--- config.mk ---
export PLATFORM = sky130hd
export DESIGN_NAME = usb_ctrl_status
export DESIGN_NICKNAME = d
export VERILOG_FILES = /design/src/rtl/usbsts_pkg.sv /design/src/rtl/usbsts_nak_sum.sv /design/src/rtl/usbsts_sched.sv /design/src/rtl/usbsts_w1c_bit.sv /design/src/rtl/usb_ctrl_status.sv
export SDC_FILE = /design/constraint.sdc
export NUM_CORES = 1
export LEC_CHECK = 0
export BUFFER_PORTS_ARGS = -buffer_cell sky130_fd_sc_hd__buf_4
export CAP_MARGIN = 5
export CORE_MARGIN = 2
export CORE_UTILIZATION = 25
export DETAILED_ROUTE_END_ITERATION = 8
export PLACE_DENSITY_LB_ADDON = 0.1
export SKIP_CTS_REPAIR_TIMING = 1
export SYNTH_ARGS = -nofsm -noshare
export SYNTH_HDL_FRONTEND = slang
export SYNTH_SLANG_ARGS = --single-unit
--- constraint.sdc ---
create_clock -name clk -period 1 [get_ports clk]
set_input_delay 0.1 -clock clk [delete_from_list [all_inputs] [get_ports clk]]
set_output_delay 0.1 -clock clk [all_outputs]
set_load 0.02 [all_outputs]
--- src/rtl/usbsts_pkg.sv ---
package usbsts_pkg;
  localparam int STS_W   = 32;
  localparam int B_NAK   = 16;
  localparam int B_ASYNC = 15;
  localparam int B_PER   = 14;
  localparam int B_RECL  = 13;
  localparam int B_HALT  = 12;
  localparam int B_ULPI  = 10;
  localparam int B_SUSP  = 8;
  localparam int B_SOF   = 7;
  localparam logic [STS_W-1:0] LIVE_MASK =
    (32'h1 << B_NAK) | (32'h1 << B_ASYNC) | (32'h1 << B_PER) |
    (32'h1 << B_RECL) | (32'h1 << B_HALT) | (32'h1 << B_ULPI) |
    (32'h1 << B_SUSP) | (32'h1 << B_SOF);
endpackage

--- src/rtl/usbsts_nak_sum.sv ---
module usbsts_nak_sum #(
  parameter int NUM_EP = 8
) (
  input  logic              clk,
  input  logic              rst,
  input  logic [NUM_EP-1:0] tx_nak,
  input  logic [NUM_EP-1:0] rx_nak,
  input  logic [NUM_EP-1:0] tx_en,
  input  logic [NUM_EP-1:0] rx_en,
  output logic              nak_q
);
  localparam int HITS = 2 * NUM_EP;

  logic [HITS-1:0] hit;

  for (genvar e = 0; e < NUM_EP; e++) begin : g_ep
    assign hit[2*e]   = tx_nak[e] & tx_en[e];
    assign hit[2*e+1] = rx_nak[e] & rx_en[e];
  end

  always_ff @(posedge clk) begin
    if (rst) nak_q <= 1'b0;
    else     nak_q <= |hit;
  end

  assert_nak_sets_R1: assert property (@(posedge clk) disable iff (rst)
    ((tx_nak & tx_en) != '0 || (rx_nak & rx_en) != '0) |=> nak_q);
  assert_nak_clears_R1: assert property (@(posedge clk) disable iff (rst)
    ((tx_nak & tx_en) == '0 && (rx_nak & rx_en) == '0) |=> !nak_q);
endmodule

--- src/rtl/usbsts_sched.sv ---
module usbsts_sched (
  input  logic clk,
  input  logic rst,
  input  logic async_ack,
  input  logic periodic_ack,
  input  logic async_empty,
  input  logic run_cmd,
  input  logic ctrl_stopped,
  output logic async_q,
  output logic per_q,
  output logic recl_q,
  output logic halt_q
);
  always_ff @(posedge clk) begin
    if (rst) begin
      async_q <= 1'b0;
      per_q   <= 1'b0;
      recl_q  <= 1'b0;
      halt_q  <= 1'b1;
    end else begin
      async_q <= async_ack;
      per_q   <= periodic_ack;
      recl_q  <= async_empty;
      if (run_cmd)           halt_q <= 1'b0;
      else if (ctrl_stopped) halt_q <= 1'b1;
    end
  end

  assert_async_follows_R3: assert property (@(posedge clk) disable iff (rst)
    async_ack |=> async_q);
  assert_per_follows_R4: assert property (@(posedge clk) disable iff (rst)
    !periodic_ack |=> !per_q);
  assert_halt_clears_R6: assert property (@(posedge clk) disable iff (rst)
    run_cmd |=> !halt_q);
  assert_halt_holds_R6: assert property (@(posedge clk) disable iff (rst)
    (!run_cmd && !ctrl_stopped) |=> $stable(halt_q));
endmodule

--- src/rtl/usbsts_w1c_bit.sv ---
module usbsts_w1c_bit (
  input  logic clk,
  input  logic rst,
  input  logic set_i,
  input  logic clr_i,
  output logic flag_q
);
  always_ff @(posedge clk) begin
    if (rst)        flag_q <= 1'b0;
    else if (set_i) flag_q <= 1'b1;
    else if (clr_i) flag_q <= 1'b0;
  end

  assert_set_wins_R9: assert property (@(posedge clk) disable iff (rst)
    set_i |=> flag_q);
  assert_clear_takes_R7: assert property (@(posedge clk) disable iff (rst)
    (clr_i && !set_i) |=> !flag_q);
endmodule

--- src/rtl/usb_ctrl_status.sv ---
module usb_ctrl_status
  import usbsts_pkg::*;
#(
  parameter int NUM_EP = 8
) (
  input  logic              clk,
  input  logic              rst,
  input  logic [NUM_EP-1:0] ep_tx_nak,
  input  logic [NUM_EP-1:0] ep_rx_nak,
  input  logic [NUM_EP-1:0] ep_tx_nak_en,
  input  logic [NUM_EP-1:0] ep_rx_nak_en,
  input  logic              async_ack,
  input  logic              periodic_ack,
  input  logic              async_empty,
  input  logic              run_cmd,
  input  logic              ctrl_stopped,
  input  logic              ulpi_done,
  input  logic              dev_suspended,
  input  logic              sof_tick,
  input  logic              wr_en,
  input  logic [31:0]       wr_data,
  output logic [31:0]       status
);
  localparam logic [31:0] CLR_MASK = (32'h1 << B_ULPI) | (32'h1 << B_SOF);

  logic nak_q, async_q, per_q, recl_q, halt_q, ulpi_q, sof_q, susp_q;
  logic [31:0] clr_req;

  assign clr_req = wr_en ? (wr_data & CLR_MASK) : 32'h0;

  usbsts_nak_sum #(.NUM_EP(NUM_EP)) u_nak (
    .clk(clk), .rst(rst),
    .tx_nak(ep_tx_nak), .rx_nak(ep_rx_nak),
    .tx_en(ep_tx_nak_en), .rx_en(ep_rx_nak_en),
    .nak_q(nak_q)
  );

  usbsts_sched u_sched (
    .clk(clk), .rst(rst),
    .async_ack(async_ack), .periodic_ack(periodic_ack),
    .async_empty(async_empty), .run_cmd(run_cmd),
    .ctrl_stopped(ctrl_stopped),
    .async_q(async_q), .per_q(per_q), .recl_q(recl_q), .halt_q(halt_q)
  );

  usbsts_w1c_bit u_ulpi (
    .clk(clk), .rst(rst), .set_i(ulpi_done),
    .clr_i(clr_req[B_ULPI]), .flag_q(ulpi_q)
  );

  usbsts_w1c_bit u_sof (
    .clk(clk), .rst(rst), .set_i(sof_tick),
    .clr_i(clr_req[B_SOF]), .flag_q(sof_q)
  );

  always_ff @(posedge clk) begin
    if (rst) susp_q <= 1'b0;
    else     susp_q <= dev_suspended;
  end

  always_comb begin
    status         = '0;
    status[B_NAK]  = nak_q;
    status[B_ASYNC]= async_q;
    status[B_PER]  = per_q;
    status[B_RECL] = recl_q;
    status[B_HALT] = halt_q;
    status[B_ULPI] = ulpi_q;
    status[B_SUSP] = susp_q;
    status[B_SOF]  = sof_q;
  end

  assert_reserved_zero_R10: assert property (@(posedge clk) disable iff (rst)
    (status & ~LIVE_MASK) == 32'h0);
  assert_sof_cleared_R9: assert property (@(posedge clk) disable iff (rst)
    (wr_en && ((wr_data & (32'h1 << B_SOF)) != 32'h0) && !sof_tick) |=> !status[B_SOF]);
  assert_susp_follows_R8: assert property (@(posedge clk) disable iff (rst)
    dev_suspended |=> status[B_SUSP]);
endmodule

==> impl_results.md, run 1 <==
- Die Y-Extent: a little over 50 um
- Vias: 504
- Clk network pwr share: about a quarter
- CP startpoint kind: flop
- Net load switching power: 251 uW
- Switching portion of total power: around 28%
- Worst ir drop on vdd: 0.447 mV
- Final period utilization: 81.0%
- Warnings, synthesis: 0
- Total I/O pin count: 107
- Final worst slack: roughly 0.19 ns
- Syn-to-layout area delta: 53.3%
- CTS tree: done
- Initial antenna violation count: 0
- FP Rows: 17
- WHS: around 0.037 ns
- Critical-path cell list: buf_4
- DR WL/cell: slightly above 8 um
- Routed Antenna Nets: 0
- Crit-path slowest cell: dfxtp_1
- Vias in the first global route: 451
- Leakage: approximately 0.00047 uW
- WP data required: 0.90 ns
- Die area: around 2600 um2
- Status: finished clean
- Worst path max stage delay: between 0.3 and 0.4 ns
- Clock skew: 0 ns
- Reg power frac: 39.1%
- Clock slew at reported path FFs: 0.05 ns
- First-pass GRT wire length: between 1.5 and 2 mm
- Share of layout cells above drive strength 1: 51.4%
- GP Congestion: ~0.66
- Syn Std Cell Area: approximately 550 um2
- Drt first pass iters: 1
- CP endpoint kind: output port
- CP Class: flop to output port
- Root Driver: clkbuf_4
- Setup-failing EPs final: 0
- Setup_tns: 0 ns
- HP Class: primary input to flop
- Final Hold Vio Count: 0
- FMAX: about 1.2 GHz
- Wirelength, routed: around 1.1 mm
- Final Total Pwr: a little under 900 uW
- Die Wd: about 51 um
- WP buf/inv: 1
- Synth Instances: 63
- Post-DP HPWL: approximately 1.1 mm
- Cell-internal power: 633 uW
- # clock sinks: 8
- Fillcell total: between 200 and 250
- Grt ovf: 0
- Seq/Total Area, Yosys: approximately 29%
- Inserted Diodes: 0
- Fin crit period: 0.810 ns
- H-tree depth: 1
- PortBufs: between 50 and 60
- WP data arrival: roughly 0.71 ns
- Largest net degree at the start of global routing: 9
- Max-cap violations: 0
- Worst-skew pair later-pin latency: approximately 0.24 ns
- GR Util All Layers: under 10%
- Detailed-route DRC error count: 0
- Gate power share: approximately a third
- Post-synthesis cell type count: 14
- Initial DRC count: 0
- Pre-CTS setup slack: approximately 0.026 ns
- Initial Util: about 26%
- CORE AREA: between 2000 and 2500 um2
- RSZ-0062 raised after global routing: no
- CTS max path bufs: 2
- Mean Syn Cell Area: slightly below 9 um2
- Post-DR vias/cell: 3.68
- Nets@finish: approximately 190
- Worst-path maximum fanout: 2
- Number of buffers created by CTS: 3
- Max-slew violation count: 0
- PwrDens: 1040 nW/um2
- Yosys reg bits: 8
- Cell family with most CP delay: flip-flops
[placed cells by master (no fill, tap or decap), drive strengths merged]
master / count
a21oi: 2
a221oi: 3
a22o: 3
a22oi: 2
a31oi: 1
and3: 1
buf: 52
clkbuf: 3
conb: 24
dfxtp: 8
nand2: 2
nor2: 3
nor2b: 4
o21bai: 1
[sequential cells by signal (all words and copies together) (netlist names)]
signal and count:
susp_q 1, u_nak.nak_q 1, u_sched.async_q 1, u_sched.halt_q 1, u_sched.per_q 1, u_sched.recl_q 1
u_sof.flag_q 1, u_ulpi.flag_q 1
[power groups by stage]
stage | registers (uW) | logic (uW) | clock network (uW)
2_1_floorplan | 350 | 241 | 0
3_3_place_gp | 352 | 310 | 0
3_5_place_dp | 352 | 312 | 0
4_1_cts | 345 | 312 | 244
5_1_grt | 347 | 336 | 267
6_report | 345 | 309 | 229
[synthesized netlist by cell type (all sizes together)]
cell	count	area share, %
a22o	3	4.8
buf	32	44
dfxtp	8	29
nor2	3	2.0
a22oi	2	2.7
conb	1	0.68
and3	1	1.1
a21oi	2	1.8
a221oi	3	5.9
nand2	2	1.4
nor2b	4	4.5
a31oi	1	1.1
o21bai	1	1.4
[stage by stage]
step / util [%] / instance area, um2 / instances
2_1_floorplan: - / 638 / 86
3_3_place_gp: 38.3 / 823 / 134
3_5_place_dp: 38.3 / 823 / 134
4_1_cts: 39.4 / 846 / 137
5_1_grt: 39.4 / 846 / 137
6_report: 39.4 / 846 / 137
[per-layer routing]
layer	share of wire (%)	vias up	track usage [%]
met5	0	-	0
met4	0	0	4.05
met3	20	0	4.09
met2	51	42	15.2
met1	28	212	8.17
li1	-	250	-
[cell type report]
cell class                 instances  area (um2)  share of cell area (%)
clock buffer                       3        22.5                    2.66
timing repair buffer              52         390                    46.2
sequential                         8         160                    18.9
tap                               28        35.0                    4.14
multi-input combinational         46         238                    28.1
[logic make-up after synthesis]
group	Yosys count	synth area share, %
AO/OA/AOI/OAI	12	17.7
buffers and inverters	32	43.5
flip-flops	8	29.0
other	1	0.680
AND/OR/NAND/NOR	10	9.07
[final timing paths]
path / start / slack (ns) / cells past startpoint / to
worst max-delay path: u_ulpi.flag_q / 0.19 / 1 / status[10]
worst min-delay path: run_cmd / 0.04 / 2 / u_sched.halt_q
worst min register to register: u_sof.flag_q / 0.49 / 2 / u_sof.flag_q
worst max register to register: u_sof.flag_q / 0.42 / 2 / u_sof.flag_q
Power figures use the tool's default switching activity.
==> run 2: changes to the inputs <==
==> constraint.sdc (replaced) <==
create_clock -name clk -period 0.8 [get_ports clk]
set_input_delay 0.08 -clock clk [delete_from_list [all_inputs] [get_ports clk]]
set_output_delay 0.08 -clock clk [all_outputs]
set_load 0.02 [all_outputs]
==> run 2 against run 1 <==
Effect of this change: cell count is the same; count of clock-buffer cells in the layout is the same; sequential cell count is the same; worst hold slack lost 0.031 ns; register-to-register slack lost 0.23 ns; critical path depth is the same; design area grew 1.8%; critical path type unchanged; critical endpoint unchanged; largest cell class unchanged; largest power group unchanged.
==> impl_results.md, run 2 (same netlist as run 1, synthesis figures left out) <==
- Status: finished clean
- Initial Util: about a quarter
- Fin util: 40.1%
- FMAX: 1.30 GHz
- Die area: ~2600 um2
- Critical-path cell list: buf_6
- WP data required: 0.72 ns
- Flop2flop setup slack: 0.19 ns
- Reg2reg end: u_ulpi.flag_q
- Clock slew at reported path FFs: ~0.050 ns
- Die Y-Extent: slightly above 50 um
- Setup_tns: 0 ns
- Worst ir drop on vdd: 0.597 mV
- Pre-CTS setup slack: -0.150 ns
- Clock skew: 0 ns
- Fillcell total: around 230
- GP Congestion: 0.667
- Final Hold Vio Count: 0
- WP data arrival: 0.69 ns
- Nets@finish: around 190
- Final Total Pwr: between 1000 and 1500 uW
- # clock sinks: 8
- Wirelength, routed: roughly 1.2 mm
- RSZ-0062 raised after global routing: no
- Vias in the first global route: a little under 500
- Initial antenna violation count: 0
- Root Driver: clkbuf_4
- Cell family with most CP delay: flip-flops
- Share of layout cells above drive strength 1: 54.1%
- CP Depth: 1
- Worst-path maximum fanout: 2
- First-pass GRT wire length: 1.94 mm
- Reg2reg start: u_ulpi.flag_q
- WP buf/inv: 1
- HP Class: primary input to flop
- Number of buffers created by CTS: 3
- CP endpoint kind: output port
- Commonest non-fill, non-tap cells in the layout: buf_4, conb_1, dfxtp_1
- CP startpoint kind: flop
- Drt first pass iters: 2
- CORE AREA: 2150 um2
- Worst Setup EP: status[10]
- Vias: 500
- GR Util All Layers: around a tenth
- Worst-skew pair later-pin latency: around 0.24 ns
- Syn-to-layout area delta: 56.0%
- Routed Antenna Nets: 0
- Fin crit period: 0.766 ns
- WHS: ~0.0065 ns
- Max-slew violation count: 0
- PortBufs: 52
- Die Wd: approximately 50 um
- Worst-case reg-to-reg path depth: 2
- Post-DR vias/cell: ~3.6
- Post-DP HPWL: around 1.1 mm
- Setup-failing EPs final: 0
- Leakage: around 0.00047 uW
- Inserted Diodes: 0
- Initial DRC count: 2
- FP Rows: 17
- H-tree depth: 1
- Final period utilization: a little over nine tenths
- DR WL/cell: between 8 and 9 um
- HP Start: run_cmd
- Crit-path slowest cell: dfxtp_2
- CP Class: flop to output port
- Total I/O pin count: 107
- Grt ovf: 0
- Worst path max stage delay: between 0.3 and 0.4 ns
- Largest net degree at the start of global routing: 9
- PwrDens: approximately 1300 nW/um2
- Critical path startpoint: u_ulpi.flag_q
- CTS max path bufs: 2
- Detailed-route DRC error count: 0
- Final worst slack: ~0.034 ns
- Commonest non-fill, non-tap cell in the layout: buf_4
- Max-cap violations: 0
- CTS tree: done
==> run 2: changes by cell type in the layout (fill, tap and decap cells not counted) <==
cell,change
dfxtp_2,+3
buf_4,-3
buf_6,+3
dfxtp_1,-3
==> run 2: layer usage <==
metal / vias up / GRT usage [%] / wire length (um)
li1: 250 / - / -
met1: 208 / 9.93 / 388
met2: 42 / 17.1 / 619
met3: 0 / 3.80 / 185
met4: 0 / 5.41 / 0
met5: - / 0 / 0
==> run 2: through the flow <==
step | instances | cell area (um2)
after floorplan | 86 | 638
after global placement | 134 | 823
after detailed placement | 134 | 823
after CTS | 137 | 846
after global routing | 137 | 861
final | 137 | 861
==> run 2: final cells by class <==
cell class,instances,area (um2),share of cell area (%)
Multi-Input combinational cell,46,238,27.6
Tap cell,28,35.0,4.07
Timing Repair Buffer,52,402,46.7
Clock buffer,3,22.5,2.62
Sequential cell,8,164,19.0
==> run 2: worst min path at each step <==
stage,to,depth (start not counted)
finish,u_sched.halt_q,2
global placement,u_sched.halt_q,2
CTS,u_sched.halt_q,2
floorplan,u_nak.nak_q,1
detailed placement,u_sched.halt_q,2
global route,u_sched.halt_q,2
==> run 2: where the power goes <==
| part | switching, uW | leakage (uW) | internal [uW] |
|---|---|---|---|
| registers | 9.93 | 0.0000671 | 425 |
| logic | 192 | 0.000390 | 203 |
| clock network | 125 | 0.0000138 | 171 |
| total | 326 | 0.000471 | 799 |
==> run 3: changes to the inputs <==
--- a/config.mk
+++ b/config.mk
@@ -5,10 +5,11 @@
 export SDC_FILE = /design/constraint.sdc
 export NUM_CORES = 1
 export LEC_CHECK = 0
+export ABC_AREA = 1
 export BUFFER_PORTS_ARGS = -buffer_cell sky130_fd_sc_hd__buf_4
 export CAP_MARGIN = 5
 export CORE_MARGIN = 2
-export CORE_UTILIZATION = 25
+export CORE_UTILIZATION = 26
 export DETAILED_ROUTE_END_ITERATION = 8
 export PLACE_DENSITY_LB_ADDON = 0.1
 export SKIP_CTS_REPAIR_TIMING = 1
==> run 3 against run 2 <==
Effect of this change: critical path depth did not move; clock power barely moved; sequential cell count did not move; combinational power rose by 4%; highest routed layer is now met4.
==> impl_results.md, run 3 <==
- Status: finished clean
- Drt first pass iters: 1
- Post-synth top area cell: buf_4
- Reg power frac: a little under two fifths
- GP Congestion: ~0.62
- PortBufs: 52
- Die area: roughly 2700 um2
- Clock slew at reported path FFs: about 0.05 ns
- Initial DRC count: 0
- Commonest non-fill, non-tap cell in the layout: buf_4
- Final period utilization: a little under 100%
- Root Driver: clkbuf_4
- FP Rows: 17
- # clock sinks: 8
- Compound-Gate Fraction of Synth Area: ~2.9%
- Warnings, synthesis: 0
- Gate power share: a little over a third
- HP Class: primary input to flop
- Final Hold Vio Count: 0
- Nets@finish: 213
- First-pass GRT wire length: ~1.8 mm
- Share of layout cells above drive strength 1: between 40% and 50%
- Post-synthesis cell type count: 9
- CORE AREA: about 2200 um2
- Critical-path cell list: buf_6
- Fin util: between 40% and 50%
- CP Class: flop to output port
- Post-Synth Simple-Gate Area: around a quarter
- Max-cap violations: 0
- Setup_tns: 0 ns
- Ranking of synthesized cells by area: buf_4, dfxtp_1, nand2_1, nor2_1, inv_1
- CTS max path bufs: 2
- Leakage: ~0.00055 uW
- Yosys top cell area share: 40.3%
- Number of buffers created by CTS: 3
- Clk network pwr share: roughly 26%
- Mean Syn Cell Area: between 6 and 7 um2
- Detailed-route DRC error count: 0
- Syn Std Cell Area: just under 600 um2
- CP endpoint kind: output port
- Inserted Diodes: 0
- GR Util All Layers: 9.03%
- Worst path max stage delay: 0.34 ns
- EDFF count, synth: 0
- Top-count cell post-synth: buf_4
- Synth Flop Type: dfxtp_1
- Crit-path slowest cell: dfxtp_2
- Total I/O pin count: approximately 110
- DR WL/cell: roughly 7.1 um
- Largest net degree at the start of global routing: 9
- Post-DR vias/cell: between 3 and 4
- CTS tree: done
- H-tree depth: 1
- Vias in the first global route: 455
- PwrDens: about 1200 nW/um2
- Setup-failing EPs final: 0
- CP startpoint kind: flop
- Yosys reg bits: 8
- Max-slew violation count: 0
- Largest family of logic cells by synthesized area: buffers and inverters
- Cell-internal power: ~800 uW
- Worst-path maximum fanout: 2
- Synth Area in XOR/XNOR: 0%
- Vias: between 500 and 600
- Initial Util: between 20 and 30%
- Commonest non-fill, non-tap cells in the layout: buf_4, nand2_1, conb_1
- Synth Area in Adders: 0%
- Die Y-Extent: around 52 um
- Clock skew: 0 ns
- Synth Instances: 90
- Grt ovf: 0
- FMAX: 1.29 GHz
- Wirelength, routed: between 1 and 1.5 mm
- WP data arrival: about 0.70 ns
- Worst-skew pair later-pin latency: about 0.24 ns
- Final Total Pwr: ~1100 uW
- Switching portion of total power: between 20% and 30%
- WP data required: around 0.7 ns
- Syn-to-layout area delta: 54.4%
- Cell family with most CP delay: flip-flops
- RSZ-0062 raised after global routing: yes
- Initial antenna violation count: 0
- Fraction of registers with async set/reset: 0%
- Fin crit period: 0.776 ns
- Die Wd: between 50 and 60 um
- Net load switching power: between 300 and 400 uW
- Post-DP HPWL: approximately 1.1 mm
- Seq/Total Area, Yosys: 26.9%
- Mux cell area share after synthesis: 0%
- Worst ir drop on vdd: approximately 0.50 mV
- Routed Antenna Nets: 0
- Commonest cells in the netlist: buf_4, nand2_1, nor2_1, dfxtp_1, inv_1
- WP buf/inv: 1
-- run 3: cell count changes after synthesis, sizes merged, moves of 2 or more --
| cell | change |
|---|---|
| a22oi | -2 |
| nor2 | +10 |
| nor2b | -4 |
| a221oi | -3 |
| nand2 | +26 |
| inv | +4 |
| a22o | -3 |
-- run 3: path summary, 6_finish.rpt --
path	slack (ns)	cells after the start	start	to
max	0.02	1	u_ulpi.flag_q	status[10]
min	0.04	3	dev_suspended	susp_q
max reg2reg	0.17	2	u_ulpi.flag_q	u_ulpi.flag_q
min reg2reg	0.49	2	u_sof.flag_q	u_sof.flag_q
-- run 3: cell type report --
cell class | count | area (um2)
fill | 246 | 1270
timing repair buffer | 53 | 419
multi-input combinational | 68 | 262
sequential | 8 | 166
tap | 28 | 35.0
clock buffer | 3 | 22.5
inverter | 4 | 15.0
-- run 3: layer usage --
layer / vias to the layer above / part of all wire (%) / global-route usage, %
met4: 0 / 1.5 / 7.89
met2: 43 / 53 / 15.6
li1: 304 / - / -
met1: 228 / 31 / 8.77
met3: 2 / 14 / 2.30
met5: - / 0 / 0
-- run 3: kinds of logic (layout without fill, tap and decap cells) --
family          after synthesis  after routing
simple gates                 41             41
buf+inv                      37             60
flops                         8              8
compound gates                3              3
other cells                   1             24
-- run 3: power by group through the flow --
| stage | Combinational (uW) | Sequential (uW) | Clock [uW] |
|---|---|---|---|
| floorplan | 317 | 438 | 0 |
| global placement | 394 | 440 | 0 |
| detailed placement | 397 | 441 | 0 |
| CTS | 398 | 432 | 318 |
| global route | 450 | 441 | 347 |
| finish | 410 | 438 | 295 |
-- run 3: metrics by stage --
stage	cell area, um2	setup slack (ns)	hold slack, ns	std cells
after floorplan	682	0.233	0.182	113
after global placement	862	0.101	0.270	160
after detailed placement	862	0.0954	0.270	160
after CTS	885	-0.0260	-0.00129	163
after global routing	920	-0.0124	0.0252	164
final	920	0.0242	0.0359	164
